$ cat src/rtl/ser_synth_cfg_pkg.sv
package ser_synth_cfg_pkg;
  localparam int unsigned N_W_DEF   = 11;
  localparam int unsigned A_W_DEF   = 7;
  localparam int unsigned R_W_DEF   = 14;
  localparam int unsigned N_MIN_DEF = 16;
  localparam int unsigned R_MIN_DEF = 8;

  typedef enum logic {
    SEL_FEEDBACK  = 1'b0,
    SEL_REFERENCE = 1'b1
  } latch_sel_e;
endpackage

$ cat src/rtl/ssc_sync.sv
module ssc_sync #(
  parameter int unsigned W      = 3,
  parameter int unsigned STAGES = 2
) (
  input  logic         clk,
  input  logic         rst_n,
  input  logic [W-1:0] async_i,
  output logic [W-1:0] sync_o
);
  logic [W-1:0] q [STAGES];

  generate
    for (genvar s = 0; s < STAGES; s++) begin : g_stage
      always_ff @(posedge clk or negedge rst_n) begin
        if (!rst_n) q[s] <= '0;
        else if (s == 0) q[s] <= async_i;
        else q[s] <= q[(s == 0) ? 0 : s-1];
      end
    end
  endgenerate

  assign sync_o = q[STAGES-1];
endmodule

$ cat src/rtl/ssc_shifter.sv
module ssc_shifter #(
  parameter int unsigned W = 19
) (
  input  logic         clk,
  input  logic         rst_n,
  input  logic         shift_i,
  input  logic         din_i,
  output logic [W-1:0] word_o
);
  always_ff @(posedge clk or negedge rst_n) begin
    if (!rst_n) word_o <= '0;
    else if (shift_i) word_o <= {word_o[W-2:0], din_i};
  end
endmodule

$ cat src/rtl/ssc_fb_latch.sv
module ssc_fb_latch #(
  parameter int unsigned N_W   = 11,
  parameter int unsigned A_W   = 7,
  parameter int unsigned N_MIN = 16
) (
  input  logic           clk,
  input  logic           rst_n,
  input  logic           load_i,
  input  logic [N_W+A_W-1:0] payload_i,
  output logic [N_W-1:0] n_o,
  output logic [A_W-1:0] a_o,
  output logic           err_o
);
  logic [N_W-1:0] n_new;
  logic [A_W-1:0] a_new;
  logic           legal;

  assign n_new = payload_i[N_W+A_W-1:A_W];
  assign a_new = payload_i[A_W-1:0];
  // swallow count must be strictly smaller than main divide
  assign legal = (n_new >= N_W'(N_MIN)) && (32'(a_new) < 32'(n_new));

  always_ff @(posedge clk or negedge rst_n) begin
    if (!rst_n) begin
      n_o   <= N_W'(N_MIN);
      a_o   <= '0;
      err_o <= 1'b0;
    end else if (load_i) begin
      if (legal) begin
        n_o <= n_new;
        a_o <= a_new;
      end else begin
        err_o <= 1'b1;
      end
    end
  end
endmodule

$ cat src/rtl/ssc_ref_latch.sv
module ssc_ref_latch #(
  parameter int unsigned R_W   = 14,
  parameter int unsigned R_MIN = 8
) (
  input  logic           clk,
  input  logic           rst_n,
  input  logic           load_i,
  input  logic [R_W:0]   payload_i,
  output logic [R_W-1:0] r_o,
  output logic           psel_o,
  output logic           err_o
);
  logic legal;
  assign legal = payload_i[R_W-1:0] >= R_W'(R_MIN);

  always_ff @(posedge clk or negedge rst_n) begin
    if (!rst_n) begin
      r_o    <= R_W'(R_MIN);
      psel_o <= 1'b0;
      err_o  <= 1'b0;
    end else if (load_i) begin
      if (legal) begin
        r_o    <= payload_i[R_W-1:0];
        psel_o <= payload_i[R_W];
      end else begin
        err_o <= 1'b1;
      end
    end
  end
endmodule

$ cat src/rtl/ser_synth_cfg.sv
module ser_synth_cfg
  import ser_synth_cfg_pkg::*;
#(
  parameter int unsigned N_W         = N_W_DEF,
  parameter int unsigned A_W         = A_W_DEF,
  parameter int unsigned R_W         = R_W_DEF,
  parameter int unsigned N_MIN       = N_MIN_DEF,
  parameter int unsigned R_MIN       = R_MIN_DEF,
  parameter int unsigned SYNC_STAGES = 2
) (
  input  logic           clk,
  input  logic           rst_n,
  input  logic           ser_clk_i,
  input  logic           ser_data_i,
  input  logic           ser_le_i,
  output logic [N_W-1:0] n_o,
  output logic [A_W-1:0] a_o,
  output logic [R_W-1:0] r_o,
  output logic           psel_o,
  output logic           div_err_o,
  output logic           ref_err_o
);
  localparam int unsigned PAY_W  = N_W + A_W;
  localparam int unsigned WORD_W = PAY_W + 1;

  logic [2:0]        pins_sync;
  logic              sclk_q, le_q;
  logic              sclk_rise, le_rise;
  logic [WORD_W-1:0] word;
  latch_sel_e        ctrl_bit;
  logic              load_fb, load_ref;

  ssc_sync #(.W(3), .STAGES(SYNC_STAGES)) u_sync (
    .clk    (clk),
    .rst_n  (rst_n),
    .async_i({ser_le_i, ser_data_i, ser_clk_i}),
    .sync_o (pins_sync)
  );

  always_ff @(posedge clk or negedge rst_n) begin
    if (!rst_n) begin
      sclk_q <= 1'b0;
      le_q   <= 1'b0;
    end else begin
      sclk_q <= pins_sync[0];
      le_q   <= pins_sync[2];
    end
  end

  assign sclk_rise = pins_sync[0] & ~sclk_q;
  assign le_rise   = pins_sync[2] & ~le_q;

  ssc_shifter #(.W(WORD_W)) u_shift (
    .clk    (clk),
    .rst_n  (rst_n),
    .shift_i(sclk_rise),
    .din_i  (pins_sync[1]),
    .word_o (word)
  );

  // last bit in steers the load; the register is read before any same-cycle shift
  assign ctrl_bit = latch_sel_e'(word[0]);
  assign load_fb  = le_rise && (ctrl_bit == SEL_FEEDBACK);
  assign load_ref = le_rise && (ctrl_bit == SEL_REFERENCE);

  ssc_fb_latch #(.N_W(N_W), .A_W(A_W), .N_MIN(N_MIN)) u_fb (
    .clk      (clk),
    .rst_n    (rst_n),
    .load_i   (load_fb),
    .payload_i(word[WORD_W-1:1]),
    .n_o      (n_o),
    .a_o      (a_o),
    .err_o    (div_err_o)
  );

  ssc_ref_latch #(.R_W(R_W), .R_MIN(R_MIN)) u_ref (
    .clk      (clk),
    .rst_n    (rst_n),
    .load_i   (load_ref),
    .payload_i(word[R_W+1:1]),
    .r_o      (r_o),
    .psel_o   (psel_o),
    .err_o    (ref_err_o)
  );
endmodule

$ cat config.mk
export PLATFORM = sky130hd
export DESIGN_NAME = ser_synth_cfg
export DESIGN_NICKNAME = d
export VERILOG_FILES = /design/src/rtl/ser_synth_cfg_pkg.sv /design/src/rtl/ssc_sync.sv /design/src/rtl/ssc_shifter.sv /design/src/rtl/ssc_fb_latch.sv /design/src/rtl/ssc_ref_latch.sv /design/src/rtl/ser_synth_cfg.sv
export SDC_FILE = /design/constraint.sdc
export NUM_CORES = 1
export LEC_CHECK = 0
export ABC_AREA = 0
export BUFFER_PORTS_ARGS = -buffer_cell sky130_fd_sc_hd__buf_2
export CORE_UTILIZATION = 59
export CTS_CLUSTER_SIZE = 28
export DETAILED_ROUTE_END_ITERATION = 10
export GPL_TIMING_DRIVEN = 0
export HOLD_SLACK_MARGIN = 0.02
export PLACE_DENSITY = 0.83
export SYNTH_ARGS = -nofsm -noshare
export SYNTH_HDL_FRONTEND = slang
export SYNTH_SLANG_ARGS = --single-unit
export TNS_END_PERCENT = 30
$ cat constraint.sdc
create_clock -name clk -period 5.35 [get_ports clk]
set_clock_uncertainty 0.15 [all_clocks]
set_input_delay 0 -clock clk [delete_from_list [all_inputs] [get_ports clk]]
set_output_delay 0 -clock clk [all_outputs]
set_load 0.005 [all_outputs]
==> metrics.cfg, run 1 <==
[logic_synthesis]
synth-edff-count=0
yosysSeqAreaShare=0.632
ys.flop_type=dfrtp_1
syn_avg_cell_area_um2=15.4
synthTopCellsByCount=dfrtp_1 (60), mux2_2 (26), mux2_1 (10), mux2_4 (9)
async_reset_ff_frac=1.00
ys_types=30
synthCells=160
yosys-top-cells-area=dfrtp_1 (61%), mux2_2 (12%), mux2_4 (5.5%), mux2_1 (4.6%), ha_1 (3.1%)
yosysMostFrequentCell=dfrtp_1
syn_area_um2=2460
synth_seq_cells=62
ys.warnings.count=0
syn-num-nets=171
synth_top_area_cell=dfrtp_1
synth_top_area_frac=0.611

[grt]
use_met3=0.0479
grt_overflow_total=0
use_met2=0.381
grt_pass1_vias=1497
grt_max_degree=63
met1_usage=0.283
grt_pass1_wl_um=7270
grt_util_all_layers=0.234
antenna_found_initial=0
busiest_layer=met2

[place]
routabilityCongestion=0.834
dp_hpwl_um=3160
io_buffers=39
dp_cells=249

[timing]
fin_crit_sh=0.473
max_freq_mhz=395
hold_viol=0
finalMaxSlewViolations=0
rsz0062_at_grt=no
relSlewSlack=0.498
setup_tns_ns=0
setup_viol=0
tightest_slew_ns=0.753
finalCriticalPeriod_ns=2.53

[power_and_ir_drop]
vdd_drop_max_mv=0.314
power_density_nw_per_um2=513
leakage_nw=1.49

[detailed_routing]
wl_per_cell_um=16.8
route.detailed.drc=0
first_iter_violations=86
drtAntennaViolNets=0
num_vias=1462
via_per_inst=5.43
wl_um=4510
drtPass1Iterations=6

[layout]
drive_gt1_frac=0.429
area_growth_pct=19.2
num_antenna_cells=0
layout.nets=225
layoutNonFillerInstCount=269

[clocking]
path_clk_slew_ns=0.06
tritoncts=yes
clock_latency_ns=0.33
root_buffer=clkbuf_8
cts_buffer_depth=2
htreeDepth=3
clock_sinks=62
cts_hold_buf=4
numCtsBuffers=9
cts-resized-gates=0
postCtsSetupBuffers=0

[run_status]
status=completed

[die]
rows=23
initial_utilization=0.615
die_x_um=66.6
die_h_um=66.6
dieArea_um2=4430
core_area_um2=4000
ioPinCount=40

[setup_path]
critPathMaxFanout=10
end_kind=flop
arrival_ns=2.60
crit_type=flop to flop
required_ns=5.41
critPathLaunchType=flop

[min_path]
hold_class=primary input to asynchronous set/reset pin

[run]
maxCapViolations=0

[stage by stage]
stage                      util  power (mW)  setup slack [ns]  hold WS (ns)  cell area, µm²
after floorplan               -       0.975              3.09        -0.446            2460
after global routing      0.733        1.59              2.65         0.156            2930
after detailed placement  0.679        1.16              2.83       -0.0407            2720
final                     0.733        1.50              2.82         0.130            2930
after CTS                 0.732        1.52              2.80         0.145            2930
after global placement    0.679        1.11              2.93       -0.0416            2720
[final timing paths]
kind | start | cells after the start | to | slack [ns]
max | u_shift.word_o[12]$_DFFE_PN0P_ | 8 | u_fb.n_o[1]$_DFFE_PN0P_ | 2.82
min | rst_n | 2 | u_fb.n_o[1]$_DFFE_PN0P_ | 0.13
max reg2reg | u_shift.word_o[12]$_DFFE_PN0P_ | 8 | u_fb.n_o[1]$_DFFE_PN0P_ | 2.82
min reg2reg | u_sync.q[3]$_DFF_PN0_ | 0 | u_sync.sync_o[0]$_DFF_PN0_ | 0.20
max in group asynchronous | rst_n | 2 | le_q$_DFF_PN0_ | 4.42
min in group clk | ser_clk_i | 2 | u_sync.q[3]$_DFF_PN0_ | 0.16
[final cells by class]
cell class / count / area (µm²)
buffer: 5 / 27.5
inverter: 7 / 26.3
tap: 50 / 62.6
clock inverter: 1 / 5.00
timing repair buffer: 43 / 238
sequential: 62 / 1550
multi-input combinational: 86 / 851
clock buffer: 15 / 166
fill: 269 / 1070
[registers in the layout, summed over array words and instances, names as in the netlist]
register and flops:
le_q 1, u_shift.word_o 19, u_sync.q 3, u_fb.err_o 1
u_ref.err_o 1, sclk_q 1, u_sync.sync_o 3, u_fb.n_o 11
u_ref.r_o 14, u_fb.a_o 7, u_ref.psel_o 1
[critical path, cell delays in order, from the launching register on]
cell and delay, ns:
dfrtp_1 0.42, inv_1 0.09, ha_1 0.29, a211oi_1 0.26, nor2_1 0.11, a2111oi_4 0.38
o21ai_4 0.18, buf_6 0.23, mux2_4 0.30
[metal layers]
layer  part of all wire  wire length (µm)
met1               0.43              1930
met2               0.51              2300
met3              0.040               181
met4              0.022               101
met5                  0                 0
[cells in the final DEF (no fill, tap or decap), types with 6 or more instances in the layout]
cell / n
inv_1: 7
clkbuf_8: 11
clkbuf_1: 7
o21ai_0: 7
dfrtp_1: 60
mux2_2: 26
nand2_1: 7
ha_1: 6
buf_2: 39
mux2_1: 10
mux2_4: 9
[report_power, final]
part	switching (mW)	leakage, nW	internal [mW]
logic	0.192	0.616	0.229
registers	0.121	0.789	0.610
clock network	0.159	0.0877	0.193
total	0.471	1.49	1.03
[cells by family (layout without fill, tap and decap cells)]
logic type	Yosys count	in the layout	share of synthesized area
compound gates	16	16	0.0529
fa+ha+maj	6	6	0.0305
mux	45	45	0.220
buf+inv	12	71	0.0219
flops	62	62	0.632
simple gates	19	19	0.0428
No activity file was read; power rests on OpenSTA's default activity.
==> inputs of run 2 (changes only) <==
- CORE_UTILIZATION: 59 -> 50
- PLACE_DENSITY: 0.83 -> 0.75
- clock period: 5.35 -> 2.1 ns (I/O delays scaled with it)
==> run 2 against run 1 <==
Effect of this change:
- the run now ends with setup timing left
- hold slack better by 0.00050 ns
- sequential cell count stayed put
- cell area is 9.1% higher
- utilization is 5.6 points lower
- fmax is 8.6% higher
- sequential share of layout area is 4.1 points lower
- first-iteration DRC count is 74% higher
- via count is 5.5% higher
- die area is 17% higher
- combinational power grew to 3.5 times the previous value
- global-route usage is 3.2 points lower
==> metrics.cfg, run 2 (synthesized netlist as in run 1, its figures left out) <==
[place]
preCtsSetupSlack_ns=-0.385  ; -3.21 ns
dp_hpwl_um=3070  ; -3.0%
routabilityCongestion=0.826  ; -1.0%
io_buffers=39  ; unchanged
dp_cells=266  ; +6.8%

[min_path]
hold_class=primary input to asynchronous set/reset pin

[layout]
largest_reg_flops=19  ; unchanged
regMostFlops=u_shift.word_o
ff_latch_area_um2=1560  ; +0.56%
fin_util=0.677  ; -0.0557
layout.nets=238  ; +5.8%
layoutNonFillerInstCount=299  ; +11%
final_common_cell=dfrtp_1
multiInputGateArea_um2=940  ; +10%
drive_gt1_frac=0.556  ; +0.127
area_growth_pct=30.0
layout_common_cells=dfrtp_1 (53), buf_2 (39), mux2_2 (26), buf_4 (13), clkbuf_8 (11)
num_antenna_cells=0  ; unchanged
fill_cells=323  ; +20%
reg_top3=u_shift.word_o: 19 flops, u_ref.r_o: 14 flops, u_fb.n_o: 11 flops

[timing]
tightest_slew_ns=0.744  ; -0.00969 ns
finalMaxSlewViolations=0  ; unchanged
max_freq_mhz=429  ; +8.6%
hold_viol=0  ; unchanged
setup_viol=18  ; +18
rsz0062_at_grt=yes
fin_crit_sh=1.11  ; +0.637
relSlewSlack=0.504  ; +0.00646
layout_setup_ws_ns=-0.232  ; -3.05 ns
setup_tns_ns=-3.59  ; -3.59 ns
finalCriticalPeriod_ns=2.33  ; -0.200 ns

[clocking]
numCtsBuffers=9  ; unchanged
clock_sinks=62  ; unchanged
clock_latency_ns=0.34  ; about the same
root_buffer=clkbuf_8
cts_buffer_depth=2  ; unchanged
htreeDepth=3  ; unchanged
tritoncts=yes
path_clk_slew_ns=0.07  ; about the same

[grt]
grt_pass1_vias=1600  ; +6.9%
grt_max_degree=63  ; unchanged
grt_util_all_layers=0.202  ; -0.0320
antenna_found_initial=0  ; unchanged
grt_overflow_total=0  ; unchanged
grt_pass1_wl_um=7610  ; +4.6%

[detailed_routing]
wl_per_cell_um=16.2  ; -3.4%
drtAntennaViolNets=0  ; unchanged
route.detailed.drc=0  ; unchanged
drtPass1Iterations=4  ; -2
first_iter_violations=150  ; +74%
num_vias=1542  ; +5.5%
wl_um=4850  ; +7.4%
via_per_inst=5.16  ; -5.1%

[setup_path]
crit_type=flop to flop
critPathMaxFanout=10  ; unchanged
required_ns=2.17  ; -3.24 ns
r2r_setup_slack_ns=-0.23  ; -3.05 ns
end_kind=flop
arrival_ns=2.40  ; -0.20 ns
critPathLaunchType=flop

[run_status]
violations=setup timing
status=complete, but fails checks

[power_and_ir_drop]
switching_power_mw=1.40  ; +200%
vdd_drop_max_mv=0.779  ; +150%
power_density_nw_per_um2=1380  ; +170%
leakage_nw=1.57  ; +5.4%
seqPwrFrac=0.422  ; -0.064
combPwrFrac=0.335  ; +0.055
clkPwrFrac=0.243  ; +0.009
p_int_mw=3.01  ; +190%
p_sw_frac=0.318  ; +0.00445

[die]
ioPinCount=40  ; unchanged
rows=25  ; +8.7%
die_x_um=72.1  ; +8.4%
die_h_um=72.1  ; +8.4%
dieArea_um2=5200  ; +17%
initial_utilization=0.521  ; -0.0941
core_area_um2=4720  ; +18%

[run]
maxCapViolations=0  ; unchanged

## run 2: timing repair
| item | in CTS | in global routing |
|---|---|---|
| hold endpoints to repair | 63 | 0 |
| pin swaps | 2 | 1 |
| setup endpoints to repair | 27 | 28 |
| gates resized for setup | 10 | 10 |
| buffers inserted | 5 | 8 |
| hold buffers | 4 | 0 |
## run 2: worst max-delay path, stage by stage, from the launching register on
cell and delay (ns):
dfrtp_2 0.44, inv_2 0.09, ha_4 0.20, a211oi_2 0.21, nor2_1 0.10, a2111oi_4 0.42, o21ai_4 0.12, buf_12 0.19
mux2_4 0.29
## run 2: routing by layer
metal  routed length [µm]  share of wire  up-vias  GRT usage
li1                     -              -      699          -
met1                 2050           0.42      790      0.245
met2                 2510           0.52       41      0.325
met3                  185          0.038       12     0.0653
met4                  108          0.022        0      0.107
met5                    0              0        -          0
## run 2: metrics by stage
step	hold WS, ns	total power [mW]	cell area [µm²]
after floorplan	-0.446	2.53	2480
after global placement	-0.0422	2.89	2760
after detailed placement	-0.0407	3.01	2760
after CTS	0.136	4.17	3070
after global routing	0.141	4.65	3200
final	0.131	4.41	3200
## run 2: area by class of cell
| class | instances | share of cell area |
|---|---|---|
| sequential | 62 | 0.489 |
| multi-input combinational | 86 | 0.294 |
| timing repair buffer | 56 | 0.106 |
| clock buffer | 11 | 0.0474 |
| tap | 67 | 0.0262 |
| clock inverter | 5 | 0.0180 |
| buffer | 5 | 0.0114 |
| inverter | 7 | 0.00822 |
## run 2: final timing paths
| kind | start | endpoint | depth (start not counted) |
|---|---|---|---|
| max | u_shift.word_o[12]$_DFFE_PN0P_ | u_fb.n_o[6]$_DFFE_PN0P_ | 8 |
| min | rst_n | u_fb.n_o[0]$_DFFE_PN0P_ | 2 |
| max reg2reg | u_shift.word_o[12]$_DFFE_PN0P_ | u_fb.n_o[6]$_DFFE_PN0P_ | 8 |
| min reg2reg | u_sync.q[5]$_DFF_PN0_ | u_sync.sync_o[2]$_DFF_PN0_ | 0 |
| max in group asynchronous | rst_n | u_shift.word_o[3]$_DFFE_PN0P_ | 2 |
| min in group clk | ser_clk_i | u_sync.q[3]$_DFF_PN0_ | 2 |
## run 2: power by group through the flow
stage                     Sequential, mW  Combinational, mW  Clock (mW)
after floorplan                     1.82              0.707           0
after global placement              1.85               1.04           0
after detailed placement            1.88               1.13           0
after CTS                           1.86               1.23        1.08
after global routing                1.91               1.59        1.14
final                               1.86               1.48        1.07
==> inputs of run 3 (changes only) <==
- CORE_UTILIZATION: 50 -> 35
- PLACE_DENSITY: 0.75 -> default
==> run 3 against run 2 <==
Effect of this change:
- the run still ends with setup timing left
- cell area rose by 0.12%
- critical path depth shrank 1
- combinational power about the same
- sequential power is 2% lower
- die area increased by 42%
- global-route usage down 5.9 points
- critical path type unchanged
- critical endpoint is now u_fb.n_o[3]$_DFFE_PN0P_
==> metrics.cfg, run 3 (synthesized netlist as in run 1, its figures left out) <==
[grt]
busiest_layer=met2
antenna_found_initial=0  ; unchanged
grt_pass1_wl_um=7810  ; +2.6%
grt_max_degree=63  ; unchanged
use_met3=0.0606  ; -0.00464
use_met2=0.225  ; -0.100
met1_usage=0.182  ; -0.0625
grt_util_all_layers=0.143  ; -0.0591
grt_overflow_total=0  ; unchanged
grt_pass1_vias=1505  ; -5.9%

[power_and_ir_drop]
vdd_drop_max_mv=0.489  ; -37%
power_density_nw_per_um2=1300  ; -5.6%
leakage_nw=1.58  ; +0.35%

[clocking]
tritoncts=yes
path_clk_slew_ns=0.06  ; about the same
root_buffer=clkbuf_8
htreeDepth=3  ; unchanged
clock_latency_ns=0.33  ; about the same
clock_sinks=62  ; unchanged
cts_buffer_depth=2  ; unchanged
numCtsBuffers=9  ; unchanged

[layout]
fill_cells=625  ; +93%
area_growth_pct=30.2
final_common_cell=dfrtp_1
ff_latch_area_um2=1560  ; about the same
layout_common_cells=dfrtp_1 (54), buf_2 (39), mux2_2 (26), buf_4 (13)
layout.nets=239  ; +0.42%
reg_top3=u_shift.word_o: 19 flops, u_ref.r_o: 14 flops, u_fb.n_o: 11 flops
multiInputGateArea_um2=930  ; -1.1%
largest_reg_flops=19  ; unchanged
fin_util=0.471  ; -0.206
regMostFlops=u_shift.word_o
num_antenna_cells=0  ; unchanged
stdcell_area_um2=3200  ; +0.12%
drive_gt1_frac=0.536  ; -0.0196

[setup_path]
critPathMaxFanout=5  ; -5
critPathMaxStageDelay_ns=0.44  ; about the same
arrival_ns=2.37  ; -0.03 ns
crit_chain=ha_4, a211oi_2, nor2_1, a2111oi_4, o21ai_4, clkbuf_16, mux2_4
slowest_stage=dfrtp_2
cp.depth=7  ; -1
end_kind=flop
critPathLaunchType=flop
required_ns=2.17  ; about the same
critPathTopFamily=compound AO/OA/AOI/OAI gates
crit_type=flop to flop
path_buf_inv=1  ; -1
r2r_cells=7  ; -1

[timing]
tightest_slew_ns=0.763  ; +0.0191 ns
hold_viol=0  ; unchanged
fin_crit_sh=1.10  ; -0.0150
finalMaxSlewViolations=0  ; unchanged
layout_setup_ws_ns=-0.201  ; +0.0316 ns
rsz0062_at_grt=yes
setup_viol=19  ; +1
finalCriticalPeriod_ns=2.30  ; -0.0316 ns
max_freq_mhz=435  ; +1.4%
relSlewSlack=0.491  ; -0.0127

[die]
core_area_um2=6790  ; +44%
die_h_um=85.8  ; +19%
die_x_um=85.8  ; +19%
ioPinCount=40  ; unchanged
rows=30  ; +20%
dieArea_um2=7360  ; +42%
initial_utilization=0.362  ; -0.159

[min_path]
hold_class=primary input to asynchronous set/reset pin

[detailed_routing]
num_vias=1482  ; -3.9%
wl_per_cell_um=14.4  ; -11%
drtPass1Iterations=2  ; -2
wl_um=4750  ; -2.0%
route.detailed.drc=0  ; unchanged
drtAntennaViolNets=0  ; unchanged
via_per_inst=4.50  ; -13%
first_iter_violations=89  ; -41%

[run]
maxCapViolations=0  ; unchanged

[place]
dp_hpwl_um=2920  ; -4.8%
io_buffers=39  ; unchanged
routabilityCongestion=0.702  ; -15%
dpl-instance-area_um2=2790  ; +1.3%

[run_status]
status=complete, but fails checks
violations=setup timing

## run 3: cell types whose count changed in the layout (fill, tap and decap cells not counted), moves of 2 or more
cell / before / now
ha_1: 2 / 4
inv_1: 6 / 4
clkinvlp_4: 3 / 0
inv_2: 1 / 3
clkbuf_1: 3 / 7
ha_4: 4 / 2
## run 3: worst register-to-register path, delay by kind of cell (launching register included)
family / cells / cell delay [ns]
buf+inv: 1 / 0.21
simple gates: 1 / 0.09
flops: 1 / 0.44
compound gates: 3 / 0.76
fa+ha+maj: 1 / 0.25
mux: 1 / 0.29
## run 3: path summary, 6_finish.rpt
path,start,slack (ns),end
min in group clk,ser_data_i,0.16,u_sync.q[4]$_DFF_PN0_
min reg2reg,u_sync.q[3]$_DFF_PN0_,0.20,u_sync.sync_o[0]$_DFF_PN0_
max reg2reg,u_shift.word_o[5]$_DFFE_PN0P_,-0.20,u_fb.n_o[3]$_DFFE_PN0P_
max,u_shift.word_o[5]$_DFFE_PN0P_,-0.20,u_fb.n_o[3]$_DFFE_PN0P_
max in group asynchronous,rst_n,1.11,u_shift.word_o[4]$_DFFE_PN0P_
min,rst_n,0.14,u_fb.n_o[1]$_DFFE_PN0P_
## run 3: timing repair
item | 4_1_cts | 5_1_grt
endpoints found under the setup margin | 28 | 29
endpoints found under the hold margin | 63 | 0
gates cloned | 1 | 0
gates resized for setup | 14 | 9
pin swaps | 2 | 2
setup buffers | 11 | 2
hold buffers | 4 | 0
## run 3: area by class of cell
| type | instances | area share |
|---|---|---|
| inverter | 7 | 0.00821 |
| clock buffer | 14 | 0.0477 |
| buffer | 5 | 0.0113 |
| tap | 96 | 0.0375 |
| multi-input combinational | 86 | 0.290 |
| sequential | 62 | 0.488 |
| clock inverter | 2 | 0.00313 |
| timing repair buffer | 57 | 0.114 |
## run 3: routing by layer
layer | routed length [µm] | part of all wire
met1 | 2240 | 0.47
met2 | 2230 | 0.47
met3 | 229 | 0.048
met4 | 41 | 0.0086
met5 | 0 | 0
## run 3: power by group
| part | total, mW | switching (mW) | internal, mW | leakage [nW] |
|---|---|---|---|---|
| combinational | 1.47 | 0.652 | 0.819 | 0.711 |
| clock | 0.874 | 0.416 | 0.458 | 0.0844 |
| sequential | 1.82 | 0.254 | 1.57 | 0.783 |
## run 3: stage by stage
stage          hold slack, ns  total power, mW  setup slack [ns]  setup TNS, ns  instances
2_1_floorplan          -0.446             2.53            -0.128          -1.12        160
3_3_place_gp          -0.0419             2.94            -0.339          -4.47        295
3_5_place_dp          -0.0407             2.98            -0.358          -4.77        295
4_1_cts                 0.138             4.09            -0.178          -3.26        327
5_1_grt                 0.142             4.45            -0.260          -4.31        329
6_report                0.140             4.17            -0.201          -3.01        329
